`config.mk`:
```
export PLATFORM = sky130hd
export DESIGN_NAME = dma_ring_addr_gen
export DESIGN_NICKNAME = d
export VERILOG_FILES = /design/src/rtl/dma_ring_pkg.sv /design/src/rtl/dma_ring_regs.sv /design/src/rtl/dma_stage_fifo.sv /design/src/rtl/dma_ring_ptr.sv /design/src/rtl/dma_ring_addr_gen.sv
export SDC_FILE = /design/constraint.sdc
export NUM_CORES = 1
export LEC_CHECK = 0
export ABC_AREA = 1
export BUFFER_PORTS_ARGS = -buffer_cell sky130_fd_sc_hd__clkbuf_2
export CORE_UTILIZATION = 50
export DETAILED_ROUTE_END_ITERATION = 12
export GPL_TIMING_DRIVEN = 0
export PLACE_DENSITY = 0.77
export SYNTH_ARGS = -nofsm -noshare
export SYNTH_HDL_FRONTEND = slang
export SYNTH_SLANG_ARGS = --single-unit
```
`constraint.sdc`:
```
create_clock -name clk -period 3.17 [get_ports clk]
set_clock_uncertainty 0.2 [all_clocks]
set_input_delay 0.7925 -clock clk [delete_from_list [all_inputs] [get_ports clk]]
set_output_delay 0.7925 -clock clk [all_outputs]
set_load 0.005 [all_outputs]
```
`src/rtl/dma_ring_pkg.sv`:
```
package dma_ring_pkg;
  localparam int PTR_W  = 16;
  localparam int SEG_W  = 8;
  localparam int BASE_W = PTR_W - 8;
  localparam int CNT_W  = PTR_W + 1;

  typedef enum logic [2:0] {
    SEL_CTRL  = 3'd0,
    SEL_SEG   = 3'd1,
    SEL_BASE  = 3'd2,
    SEL_BOUND = 3'd3,
    SEL_PTR   = 3'd4,
    SEL_THR   = 3'd5
  } cfg_sel_e;

  // Advance with wrap: an incremented pointer that hits the bound reloads to the base.
  function automatic logic [PTR_W-1:0] ring_next(input logic [PTR_W-1:0] cur,
                                                 input logic [PTR_W-1:0] bound,
                                                 input logic [BASE_W-1:0] base);
    logic [PTR_W-1:0] inc;
    inc = cur + 1'b1;
    return (inc == bound) ? {base, 8'h00} : inc;
  endfunction

  function automatic logic [CNT_W-1:0] sat_inc(input logic [CNT_W-1:0] c);
    return (&c) ? c : c + 1'b1;
  endfunction
endpackage

```
`src/rtl/dma_ring_regs.sv`:
```
module dma_ring_regs
  import dma_ring_pkg::*;
(
  input  logic              clk,
  input  logic              rst_n,
  input  logic              cfg_wr,
  input  logic [2:0]        cfg_sel,
  input  logic [PTR_W-1:0]  cfg_wdata,
  output logic              en_q,
  output logic              irq_en_q,
  output logic [SEG_W-1:0]  seg_q,
  output logic [BASE_W-1:0] base_q,
  output logic [PTR_W-1:0]  bound_q,
  output logic [PTR_W-1:0]  thr_q,
  output logic              ptr_wr,
  output logic              thr_wr,
  output logic              clr_req
);
  logic ctrl_wr;

  assign ctrl_wr = cfg_wr && (cfg_sel == SEL_CTRL);
  assign ptr_wr  = cfg_wr && (cfg_sel == SEL_PTR);
  assign thr_wr  = cfg_wr && (cfg_sel == SEL_THR);
  assign clr_req = ctrl_wr && cfg_wdata[7];

  always_ff @(posedge clk) begin
    if (!rst_n) begin
      en_q     <= 1'b0;
      irq_en_q <= 1'b0;
      seg_q    <= '0;
      base_q   <= '0;
      bound_q  <= '0;
      thr_q    <= '0;
    end else if (cfg_wr) begin
      case (cfg_sel)
        SEL_CTRL:  begin en_q <= cfg_wdata[0]; irq_en_q <= cfg_wdata[1]; end
        SEL_SEG:   seg_q   <= cfg_wdata[SEG_W-1:0];
        SEL_BASE:  base_q  <= cfg_wdata[BASE_W-1:0];
        SEL_BOUND: bound_q <= cfg_wdata;
        SEL_THR:   thr_q   <= cfg_wdata;
        default: ;
      endcase
    end
  end

  a_r10_single_strobe: assert property (@(posedge clk) disable iff (!rst_n)
    $countones({ctrl_wr, ptr_wr, thr_wr}) <= 1);
endmodule

```
`src/rtl/dma_stage_fifo.sv`:
```
module dma_stage_fifo #(
  parameter int DEPTH = 4,
  parameter int DW    = 8
) (
  input  logic          clk,
  input  logic          rst_n,
  input  logic          push,
  input  logic [DW-1:0] din,
  input  logic          pop,
  output logic          empty,
  output logic          full,
  output logic          two_held,
  output logic [DW-1:0] head,
  output logic [DW-1:0] second
);
  localparam int IDX_W = $clog2(DEPTH);
  localparam int CNT_W = $clog2(DEPTH + 1);

  logic [DW-1:0]    slot [DEPTH];
  logic [IDX_W-1:0] rd_idx, wr_idx, rd_nxt;
  logic [CNT_W-1:0] count;

  assign empty    = (count == '0);
  assign full     = (count == CNT_W'(DEPTH));
  assign two_held = (count >= CNT_W'(2));
  assign rd_nxt   = rd_idx + 1'b1;
  assign head     = slot[rd_idx];
  assign second   = slot[rd_nxt];

  always_ff @(posedge clk) begin
    if (!rst_n) begin
      rd_idx <= '0;
      wr_idx <= '0;
      count  <= '0;
    end else begin
      if (push) wr_idx <= wr_idx + 1'b1;
      if (pop)  rd_idx <= rd_nxt;
      count <= count + CNT_W'(push) - CNT_W'(pop);
    end
  end

  generate
    for (genvar i = 0; i < DEPTH; i++) begin : g_slot
      always_ff @(posedge clk) begin
        if (!rst_n) slot[i] <= '0;
        else if (push && wr_idx == IDX_W'(i)) slot[i] <= din;
      end
    end
  endgenerate

  a_r8_no_push_when_full: assert property (@(posedge clk) disable iff (!rst_n)
    full |-> !push);
  a_r3_no_pop_when_empty: assert property (@(posedge clk) disable iff (!rst_n)
    pop |-> !empty);
  a_r8_count_limit: assert property (@(posedge clk) disable iff (!rst_n)
    count <= CNT_W'(DEPTH));
endmodule

```
`src/rtl/dma_ring_ptr.sv`:
```
module dma_ring_ptr
  import dma_ring_pkg::*;
(
  input  logic              clk,
  input  logic              rst_n,
  input  logic              xfer,
  input  logic              ptr_wr,
  input  logic              thr_wr,
  input  logic              clr_req,
  input  logic [PTR_W-1:0]  wdata,
  input  logic [PTR_W-1:0]  bound,
  input  logic [BASE_W-1:0] base,
  input  logic [PTR_W-1:0]  thr,
  output logic [PTR_W-1:0]  ptr_q,
  output logic              status_q
);
  logic [CNT_W-1:0] cnt_q, cnt_inc;
  logic             status_set;

  assign cnt_inc    = sat_inc(cnt_q);
  assign status_set = xfer && (cnt_inc > CNT_W'(thr));

  always_ff @(posedge clk) begin
    if (!rst_n) begin
      ptr_q    <= '0;
      cnt_q    <= '0;
      status_q <= 1'b0;
    end else begin
      if (ptr_wr)    ptr_q <= wdata;
      else if (xfer) ptr_q <= ring_next(ptr_q, bound, base);
      if (thr_wr)    cnt_q <= '0;
      else if (xfer) cnt_q <= cnt_inc;
      if (status_set)   status_q <= 1'b1;
      else if (clr_req) status_q <= 1'b0;
    end
  end

  a_r5_ptr_hold: assert property (@(posedge clk) disable iff (!rst_n)
    (!xfer && !ptr_wr) |=> $stable(ptr_q));
  a_r6_status_sticky: assert property (@(posedge clk) disable iff (!rst_n)
    (status_q && !clr_req) |=> status_q);
  a_r6_status_rise_cause: assert property (@(posedge clk) disable iff (!rst_n)
    $rose(status_q) |-> $past(xfer));
endmodule

```
`src/rtl/dma_ring_addr_gen.sv`:
```
module dma_ring_addr_gen
  import dma_ring_pkg::*;
#(
  parameter int FIFO_DEPTH = 4
) (
  input  logic                     clk,
  input  logic                     rst_n,
  input  logic                     cfg_wr,
  input  logic [2:0]               cfg_sel,
  input  logic [PTR_W-1:0]         cfg_wdata,
  input  logic                     in_valid,
  input  logic [7:0]               in_data,
  output logic                     in_ready,
  output logic                     mem_wr,
  output logic [SEG_W+PTR_W-1:0]   mem_addr,
  output logic [7:0]               mem_data,
  input  logic                     mem_gnt,
  output logic [PTR_W-1:0]         ptr_o,
  output logic                     status_o,
  output logic                     irq_o,
  output logic                     fifo_full,
  output logic [15:0]              stage_word
);
  logic              en_q, irq_en_q, ptr_wr, thr_wr, clr_req;
  logic [SEG_W-1:0]  seg_q;
  logic [BASE_W-1:0] base_q;
  logic [PTR_W-1:0]  bound_q, thr_q;
  logic              push, xfer, q_empty, two_held;
  logic [7:0]        head, second;

  dma_ring_regs u_regs (
    .clk(clk), .rst_n(rst_n), .cfg_wr(cfg_wr), .cfg_sel(cfg_sel), .cfg_wdata(cfg_wdata),
    .en_q(en_q), .irq_en_q(irq_en_q), .seg_q(seg_q), .base_q(base_q), .bound_q(bound_q),
    .thr_q(thr_q), .ptr_wr(ptr_wr), .thr_wr(thr_wr), .clr_req(clr_req)
  );

  assign in_ready = en_q && !fifo_full;
  assign push     = in_valid && in_ready;
  assign mem_wr   = !q_empty;
  assign xfer     = mem_wr && mem_gnt;

  dma_stage_fifo #(.DEPTH(FIFO_DEPTH), .DW(8)) u_fifo (
    .clk(clk), .rst_n(rst_n), .push(push), .din(in_data), .pop(xfer),
    .empty(q_empty), .full(fifo_full), .two_held(two_held), .head(head), .second(second)
  );

  dma_ring_ptr u_ptr (
    .clk(clk), .rst_n(rst_n), .xfer(xfer), .ptr_wr(ptr_wr), .thr_wr(thr_wr),
    .clr_req(clr_req), .wdata(cfg_wdata), .bound(bound_q), .base(base_q), .thr(thr_q),
    .ptr_q(ptr_o), .status_q(status_o)
  );

  assign mem_addr   = {seg_q, ptr_o};
  assign mem_data   = head;
  assign irq_o      = status_o && irq_en_q;
  assign stage_word = {two_held ? second : 8'h00, q_empty ? 8'h00 : head};

  a_r2_no_take_when_disabled: assert property (@(posedge clk) disable iff (!rst_n)
    !en_q |-> !in_ready);
  a_r8_full_backpressure: assert property (@(posedge clk) disable iff (!rst_n)
    fifo_full |-> !in_ready);
  a_r7_irq_needs_status: assert property (@(posedge clk) disable iff (!rst_n)
    irq_o |-> status_o);
  a_r3_data_held: assert property (@(posedge clk) disable iff (!rst_n)
    (mem_wr && !mem_gnt) |=> (mem_wr && $stable(mem_data)));
endmodule

```
==> summary.txt, run 1 <==
Layout
  – Multi-input logic area: 3580 um^2
  – Fin nets: 1186
  – FILL cells: 1269
  – Ant diodes: 0
  – Fin cells: 1320
  – Finished Cell Area: 8510 um^2
  – Share of layout cells above drive strength 1: 0.170
  – Area Growth Syn to Fin: 18.6%
  – Register Area: 2820 um^2

Synthesis
  – Synth Register Bits: 125
  – Number of synthesized flops with an enable pin: 32
  – Cells after Synth: 1006
  – Post-Synthesis Net Count: 1064
  – Mapped cell area: 7180 um^2
  – Synth cell count leaders: nand2_1, inv_1, nor2_1
  – Synth Flop Type: dfxtp_1
  – Fraction of registers with async set/reset: 0
  – Yosys top cell area share: 0.259
  – Dominant cell type by area after synthesis: dfxtp_1
  – Post-synthesis average cell area: 7.13 um^2
  – Top-count cell post-synth: nand2_1
  – Synth area leaders: dfxtp_1, edfxtp_1, nand2_1
  – Synth warn: 0
  – Sequential-to-total area share from yosys stat: 0.393
  – Netlist cell types: 38

STA
  – Fmax achieved: 326 MHz
  – Worst slew pin tran: 0.662 ns
  – Final Max Slew Viols: 0
  – Minimum clock period: 3.07 ns
  – Worst slew margin: 0.555
  – Share of the clock period used by the worst path: 0.969
  – Setup Viol. Count Final: 0
  – Final hold violation count: 0
  – Setup TNS: 0 ns
  – RSZ-0062 raised after global routing: true

Worst setup path
  – Critical path data arrival time: 3.22 ns
  – Crit path kind: reg2reg
  – Worst Setup End Kind: register
  – CP Launch Type: register
  – WP data required: 3.32 ns
  – Max Fanout on Critical Path: 4

Routing
  – Remaining antenna violation count after routing: 0
  – DR WL/cell: 15.0 um
  – Routed WL: 19800 um
  – DRC: 0
  – DR vias/cell: 5.40
  – DR pass1 iterations: 5
  – Total vias in the final route: 7126
  – Iter 0 DRT Violations: 648

Floorplanning
  – Starting Density: 0.515
  – Core footprint: 13900 um^2
  – Die Y-Extent: 122 um
  – Num ports: 101
  – Row count: 43
  – Die width: 122 um
  – Die ar.: 14800 um^2

CTS
  – CTS Buffer Depth: 2
  – Reg clk slew, reported paths: 0.05 ns
  – CTS Sinks: 125
  – CTS Buf Count: 17
  – Hold buffer count at cts: 0
  – CTS tree: done
  – H-tree depth: 4
  – Clk root buf: clkbuf_16
  – Clk Latency, worst-skew pair: 0.42 ns

Place
  – GP Congestion: 0.941
  – Area after DPL: 7900 um^2
  – Dpl hpwl: 14000 um
  – PortBufs: 99
  – Cells after DPL: 1285

Power
  – PwrDens: 655 nW/um^2
  – Leak: 3.87 nW
  – Peak VDD IR: 0.381 mV

Global routing
  – Vias in the first global route: 6374
  – GRT Total Usage: 0.277
  – Initial antenna violation count: 0
  – First-pass GRT wire length: 31100 um
  – Largest net degree at the start of global routing: 17
  – Congestion Overflow GR: 0

Run
  – Max-cap viol count: 0

Status
  – Outcome: finished clean

Min path
  – HP Class: reg2reg
worst max-delay path: stages, from the launching register on:
cell and delay [ns]:
dfxtp_1 0.37, ha_2 0.23, nand3_2 0.12, nand3b_1 0.21
nor2_1 0.13, nand2_2 0.09, nand4_1 0.17, nor3_1 0.07
nor2_1 0.19, ha_1 0.22, inv_1 0.09, nor4_2 0.27
nor3b_2 0.21, nand3b_1 0.10, nand3_1 0.08, nand3_1 0.11
a21oi_2 0.15
kinds of logic (layout without fill, tap and decap cells):
| family | Yosys count | count (layout) | synth area share |
|---|---|---|---|
| buffers and inverters | 200 | 334 | 0.117 |
| xor gates and xnor gates | 18 | 18 | 0.0258 |
| DFF | 125 | 125 | 0.393 |
| and+or+nand+nor | 414 | 414 | 0.256 |
| muxes | 1 | 1 | 0.00157 |
| AOI/OAI and AO/OA | 222 | 222 | 0.160 |
| adders and majority gates | 26 | 26 | 0.0464 |
worst paths after layout:
check	start	endpoint	slack, ns	cells after the start
max	u_ptr.cnt_q[1]	u_ptr.status_q	0.1	16
min	u_regs.thr_q[9]	u_regs.thr_q[9]	0.27	2
max reg2reg	u_ptr.cnt_q[1]	u_ptr.status_q	0.1	16
min reg2reg	u_regs.thr_q[9]	u_regs.thr_q[9]	0.27	2
metal layers:
metal / global-route usage / up-vias / share of wire
met5: 0 / - / 0
met4: 0.117 / 0 / 0.028
met3: 0.0637 / 47 / 0.070
met2: 0.454 / 294 / 0.48
met1: 0.347 / 3265 / 0.42
li1: - / 3520 / -
state kept, by name (all words and copies together), names as in the netlist, named ones only:
| signal | cells |
|---|---|
| u_fifo.count | 3 |
| u_fifo.rd_idx | 2 |
| u_fifo.slot | 32 |
| u_fifo.wr_idx | 2 |
| u_ptr.cnt_q | 17 |
| u_ptr.ptr_q | 16 |
| u_ptr.status_q | 1 |
| u_regs.base_q | 8 |
| u_regs.bound_q | 16 |
| u_regs.en_q | 1 |
| u_regs.irq_en_q | 1 |
| u_regs.seg_q | 8 |
| u_regs.thr_q | 16 |
where the power goes:
part / switching [mW] / total, mW / internal [mW] / leakage, nW
combinational: 1.18 / 1.91 / 0.729 / 2.54
sequential: 0.170 / 1.97 / 1.80 / 1.09
clock: 0.694 / 1.70 / 1.00 / 0.243
layout make-up:
type,instances,area share
inverter,153,0.0679
buffer,45,0.0307
clock inverter,8,0.00558
multi-input combinational,681,0.420
timing repair buffer,105,0.0635
sequential,125,0.332
tap,180,0.0265
clock buffer,23,0.0538
metrics by stage:
step            util  total power, mW  worst slack, ns  hold WS (ns)
2_1_floorplan      -             3.18            0.439         0.235
3_3_place_gp   0.567             3.76           -0.451         0.251
3_5_place_dp   0.567             3.80           -0.530         0.256
4_1_cts        0.606             5.54          0.00593         0.266
5_1_grt        0.611             5.92          -0.0856         0.286
6_report       0.611             5.57           0.0996         0.268
placed cells by master, fill, tap and decap left out, types with 2 or more instances in the layout:
cell type,Yosys,layout
nand4_1,19,19
a22oi_1,8,8
a21oi_2,0,2
nand3b_1,5,5
nor2_1,131,129
nor3_1,9,8
clkbuf_2,0,103
nor2_2,5,6
buf_1,2,2
edfxtp_1,32,32
xnor2_1,4,4
clkinvlp_4,0,4
nand3_1,59,57
dfxtp_1,93,93
nand2_2,8,10
nand2_1,162,160
clkinv_2,0,5
clkbuf_1,26,25
nand2_4,2,2
o21ai_1,2,4
o22ai_1,7,7
buf_4,16,22
xnor3_1,2,2
inv_1,148,148
ha_1,25,24
nor4_1,4,3
clkinv_1,4,3
nor2_4,5,6
o21ai_0,97,95
xor2_1,12,11
clkbuf_16,0,17
nand3_2,2,4
clkbuf_8,2,3
a21oi_1,106,104
timing repair:
item                                    in CTS  in global routing
gates resized for setup                      6                 19
gates cloned                                 0                  0
buffers inserted                             3                  3
pin swaps                                    1                  3
endpoints found under the setup margin      13                 25
Power figures use the tool's default switching activity.
==> inputs of run 2 (changes only) <==
--- a/config.mk
+++ b/config.mk
@@ -5,7 +5,7 @@
 export SDC_FILE = /design/constraint.sdc
 export NUM_CORES = 1
 export LEC_CHECK = 0
-export ABC_AREA = 1
+export ABC_AREA = 0
 export BUFFER_PORTS_ARGS = -buffer_cell sky130_fd_sc_hd__clkbuf_2
 export CORE_UTILIZATION = 50
 export DETAILED_ROUTE_END_ITERATION = 12
==> run 2 against run 1 <==
- the flow now finishes with violations (negative setup slack)
- sequential power shrank 5%
- critical path depth shrank 3
- core utilization grew 2.7 points
- sequential share of layout area shrank 1.1 points
- area after synthesis is essentially flat
- largest power group is now the clock network
- highest routed layer unchanged
==> summary.txt, run 2 <==
Global routing
  – Met2 track demand over resource: 0.418 (was 0.454)
  – Initial antenna violation count: 0 (unchanged)
  – GR Util met3: 0.0520 (was 0.0637)
  – Congestion Overflow GR: 0 (unchanged)
  – Met1 Use GR: 0.337 (was 0.347)
  – Vias in the first global route: 5689 (was 6374)
  – First-pass GRT wire length: 29000 um (was 31100 um)
  – Largest net degree at the start of global routing: 17 (unchanged)
  – GRT busiest layer: met2 (unchanged)
  – GRT Total Usage: 0.257 (was 0.277)

Worst setup path
  – CP Launch Type: register (unchanged)
  – WP buf/inv: 4 (was 1)
  – Critical path's slowest cell: dfxtp_4 (was dfxtp_1)
  – Crit path kind: reg2reg (unchanged)
  – Most frequent cell on the critical path: buf_4
  – Max Fanout on Critical Path: 7 (was 4)
  – Worst-path cell chain: ha_2, buf_6, nand3_4, buf_4, nor3_4, xor2_1, a211oi_1, nand4_2, buf_4, nor4_4, buf_4, nand2_1, o2111a_1 (was ha_2, nand3_2, nand3b_1, nor2_1, nand2_2, nand4_1, nor3_1, nor2_1, ha_1, inv_1, nor4_2, nor3b_2, nand3b_1, nand3_1, nand3_1, a21oi_2)
  – Top Family by Delay on Critical Path: simple AND/OR/NAND/NOR gates (unchanged)
  – Worst Setup End Kind: register (unchanged)
  – Critical path data arrival time: 3.32 ns (was 3.22 ns)
  – WP data required: 3.28 ns (was 3.32 ns)
  – Critical Path Max Stage Delay: 0.35 ns (was 0.37 ns)

Routing
  – DR WL/cell: 17.0 um (was 15.0 um)
  – Remaining antenna violation count after routing: 0 (unchanged)
  – Total vias in the final route: 6352 (was 7126)
  – DRC: 0 (unchanged)
  – DR vias/cell: 5.65 (was 5.40)
  – Iter 0 DRT Violations: 588 (was 648)
  – Routed WL: 19100 um (was 19800 um)
  – DR pass1 iterations: 5 (unchanged)

Synthesis
  – Post-synthesis simple-gate area fraction: 0.239 (was 0.256)
  – Multiplexer share of the synthesized area: 0.0655 (was 0.00157)
  – Xor and xnor fraction of the mapped netlist area: 0.0584 (was 0.0258)
  – Sequential-to-total area share from yosys stat: 0.393 (about the same)
  – Yosys top cell area share: 0.259 (about the same)
  – Post-synthesis average cell area: 9.00 um^2 (was 7.13 um^2)
  – Synth warn: 0 (unchanged)
  – Top-count cell post-synth: nand2_1 (unchanged)
  – Mapped cell area: 7180 um^2 (about the same)
  – Cells after Synth: 798 (was 1006)
  – Compound-cell area share of the yosys netlist: 0.139 (was 0.160)
  – Synth cell count leaders: nand2_1, dfxtp_1, and2_1 (was nand2_1, inv_1, nor2_1)
  – Fraction of registers with async set/reset: 0 (unchanged)
  – Synth Register Bits: 125 (unchanged)
  – Post-synthesis adder-cell area fraction: 0.0464 (about the same)
  – Dominant cell type by area after synthesis: dfxtp_1 (unchanged)
  – Main combinational cell family by area after synthesis: simple AND/OR/NAND/NOR gates (unchanged)
  – Synth area leaders: dfxtp_1, edfxtp_1, nand2_1 (unchanged)
  – Number of synthesized flops with an enable pin: 32 (unchanged)
  – Netlist cell types: 62 (was 38)
  – Synth Flop Type: dfxtp_1 (unchanged)
  – Post-Synthesis Net Count: 856 (was 1064)

CTS
  – Reg clk slew, reported paths: 0.06 ns (was 0.05 ns)
  – CTS Sinks: 125 (unchanged)
  – Clk root buf: clkbuf_16 (unchanged)
  – CTS Buf Count: 17 (unchanged)
  – CTS tree: done (unchanged)
  – Clk Latency, worst-skew pair: 0.42 ns (about the same)
  – Hold buffer count at cts: 0 (unchanged)
  – CTS Buffer Depth: 2 (unchanged)
  – H-tree depth: 4 (unchanged)

Layout
  – Commonest non-fill, non-tap cell in the layout: nand2_1 (unchanged)
  – Largest regs: u_fifo.slot x32, u_ptr.cnt_q x17 (unchanged)
  – Ant diodes: 0 (unchanged)
  – Most frequent cells in the layout: nand2_1, clkbuf_2, dfxtp_1, and2_1, buf_4 (was nand2_1, inv_1, nor2_1, a21oi_1, clkbuf_2)
  – Share of layout cells above drive strength 1: 0.251 (was 0.170)
  – Largest register FFs: 32 (unchanged)
  – Register Area: 2850 um^2 (was 2820 um^2)
  – Fin cells: 1125 (was 1320)
  – Fin nets: 990 (was 1186)
  – FILL cells: 1123 (was 1269)
  – Area Growth Syn to Fin: 23.8% (was 18.6%)
  – Reg with most FFs: u_fifo.slot (unchanged)
  – Multi-input logic area: 4080 um^2 (was 3580 um^2)

STA
  – Minimum clock period: 3.21 ns (was 3.07 ns)
  – Worst slew margin: 0.433 (was 0.555)
  – Final Max Slew Viols: 0 (unchanged)
  – Post-route setup slack: -0.0449 ns (was 0.0996 ns)
  – Final hold violation count: 0 (unchanged)
  – Share of the clock period used by the worst path: 1.01 (was 0.969)
  – RSZ-0062 raised after global routing: true (unchanged)
  – Fmax achieved: 311 MHz (was 326 MHz)
  – Setup Viol. Count Final: 5 (was 0)
  – Worst slew pin tran: 0.847 ns (was 0.662 ns)

Floorplanning
  – Starting Density: 0.515 (about the same)
  – Die ar.: 14800 um^2 (about the same)
  – Num ports: 101 (unchanged)
  – Die width: 122 um (about the same)
  – Die Y-Extent: 122 um (about the same)
  – Row count: 43 (unchanged)
  – Core footprint: 13900 um^2 (unchanged)

Power
  – Total Power: 5.33 mW (was 5.57 mW)
  – Seq pwr share: 0.354 (was 0.353)
  – PwrDens: 599 nW/um^2 (was 655 nW/um^2)
  – Clk pwr share: 0.410 (was 0.305)
  – Int Power: 3.78 mW (was 3.53 mW)
  – Combinational share of power: 0.237 (was 0.343)
  – Peak VDD IR: 0.330 mV (was 0.381 mV)
  – Switching portion of total power: 0.291 (was 0.367)
  – Leak: 3.48 nW (was 3.87 nW)
  – Switching power: 1.55 mW (was 2.05 mW)

Place
  – GP Congestion: 0.905 (was 0.941)
  – Dpl hpwl: 13500 um (was 14000 um)
  – Cells after DPL: 1077 (was 1285)
  – PortBufs: 99 (unchanged)

Status
  – Outcome: finished with violations (was finished clean)
  – Failing checks: negative setup slack

Run
  – Max-cap viol count: 0 (unchanged)

Min path
  – HP Class: reg2reg (unchanged)
run 2: cell types whose count changed after synthesis, sizes merged, moves of 41 or more:
| cell | previous run | this run |
|---|---|---|
| inv | 149 | 28 |
| nor2 | 142 | 29 |
| a21oi | 106 | 34 |
| o21ai | 99 | 33 |
| and2 | 0 | 50 |
| nand3 | 61 | 19 |
| a21boi | 0 | 41 |
run 2: power by group through the flow:
stage / clock, mW / sequential, mW / combinational (mW)
floorplan: 0 / 1.83 / 0.848
global placement: 0 / 1.85 / 1.24
detailed placement: 0 / 1.85 / 1.26
CTS: 2.19 / 1.89 / 1.20
global route: 2.26 / 1.90 / 1.37
finish: 2.18 / 1.88 / 1.26
run 2: worst reg2reg max path: stages, from the launching register on:
cell and delay (ns):
dfxtp_4 0.35, ha_2 0.18, buf_6 0.13, nand3_4 0.12, buf_4 0.17, nor3_4 0.22, xor2_1 0.12, a211oi_1 0.29
nand4_2 0.25, buf_4 0.22, nor4_4 0.28, buf_4 0.20, nand2_1 0.10, o2111a_1 0.27
run 2: metal layers:
metal	part of all wire	vias to the layer above	wire, um
met5	0	-	0
met4	0.021	0	395
met3	0.075	40	1430
met2	0.47	283	9030
met1	0.43	2977	8220
li1	-	3052	-
run 2: final timing paths:
path,endpoint,start,depth (start not counted),slack [ns]
setup / recovery,u_ptr.ptr_q[8],u_ptr.ptr_q[0],13,-0.04
hold reg to reg,u_regs.thr_q[4],u_regs.thr_q[4],2,0.27
setup reg to reg,u_ptr.ptr_q[8],u_ptr.ptr_q[0],13,-0.04
hold / removal,u_regs.thr_q[4],u_regs.thr_q[4],2,0.27
run 2: repair_timing:
| item | in CTS | in global routing |
|---|---|---|
| cloned | 0 | 0 |
| resized for setup | 14 | 45 |
| endpoints found under the setup margin | 32 | 16 |
| pin swaps | 6 | 16 |
| buffers inserted | 5 | 16 |
run 2: through the flow:
stage	TNS, ns	hold WS (ns)	cell area [um^2]	worst slack [ns]	utilization
6_report	-0.160	0.265	8890	-0.0449	0.638
3_5_place_dp	-4.59	0.259	7910	-0.544	0.567
2_1_floorplan	0	0.243	7190	0.0379	-
3_3_place_gp	-4.89	0.254	7910	-0.512	0.567
5_1_grt	-0.884	0.287	8890	-0.168	0.638
4_1_cts	-0.152	0.267	8640	-0.152	0.620
run 2: cell type report:
class                   instances  area share
plain buffers                  57      0.0359
clock buffers                  17      0.0479
clock inverters                15      0.0263
inverters                      28      0.0122
multi-input cells             583       0.459
flip-flops and latches        125       0.320
well taps                     180      0.0253
repair buffers                120      0.0735
run 2: kinds of logic (layout without fill, tap and decap cells):
group	after synthesis	count (layout)
AOI/OAI and AO/OA	150	150
DFF	125	125
muxes	27	27
xor gates and xnor gates	47	47
adders and majority gates	26	26
and+or+nand+nor	333	333
buffers and inverters	90	237
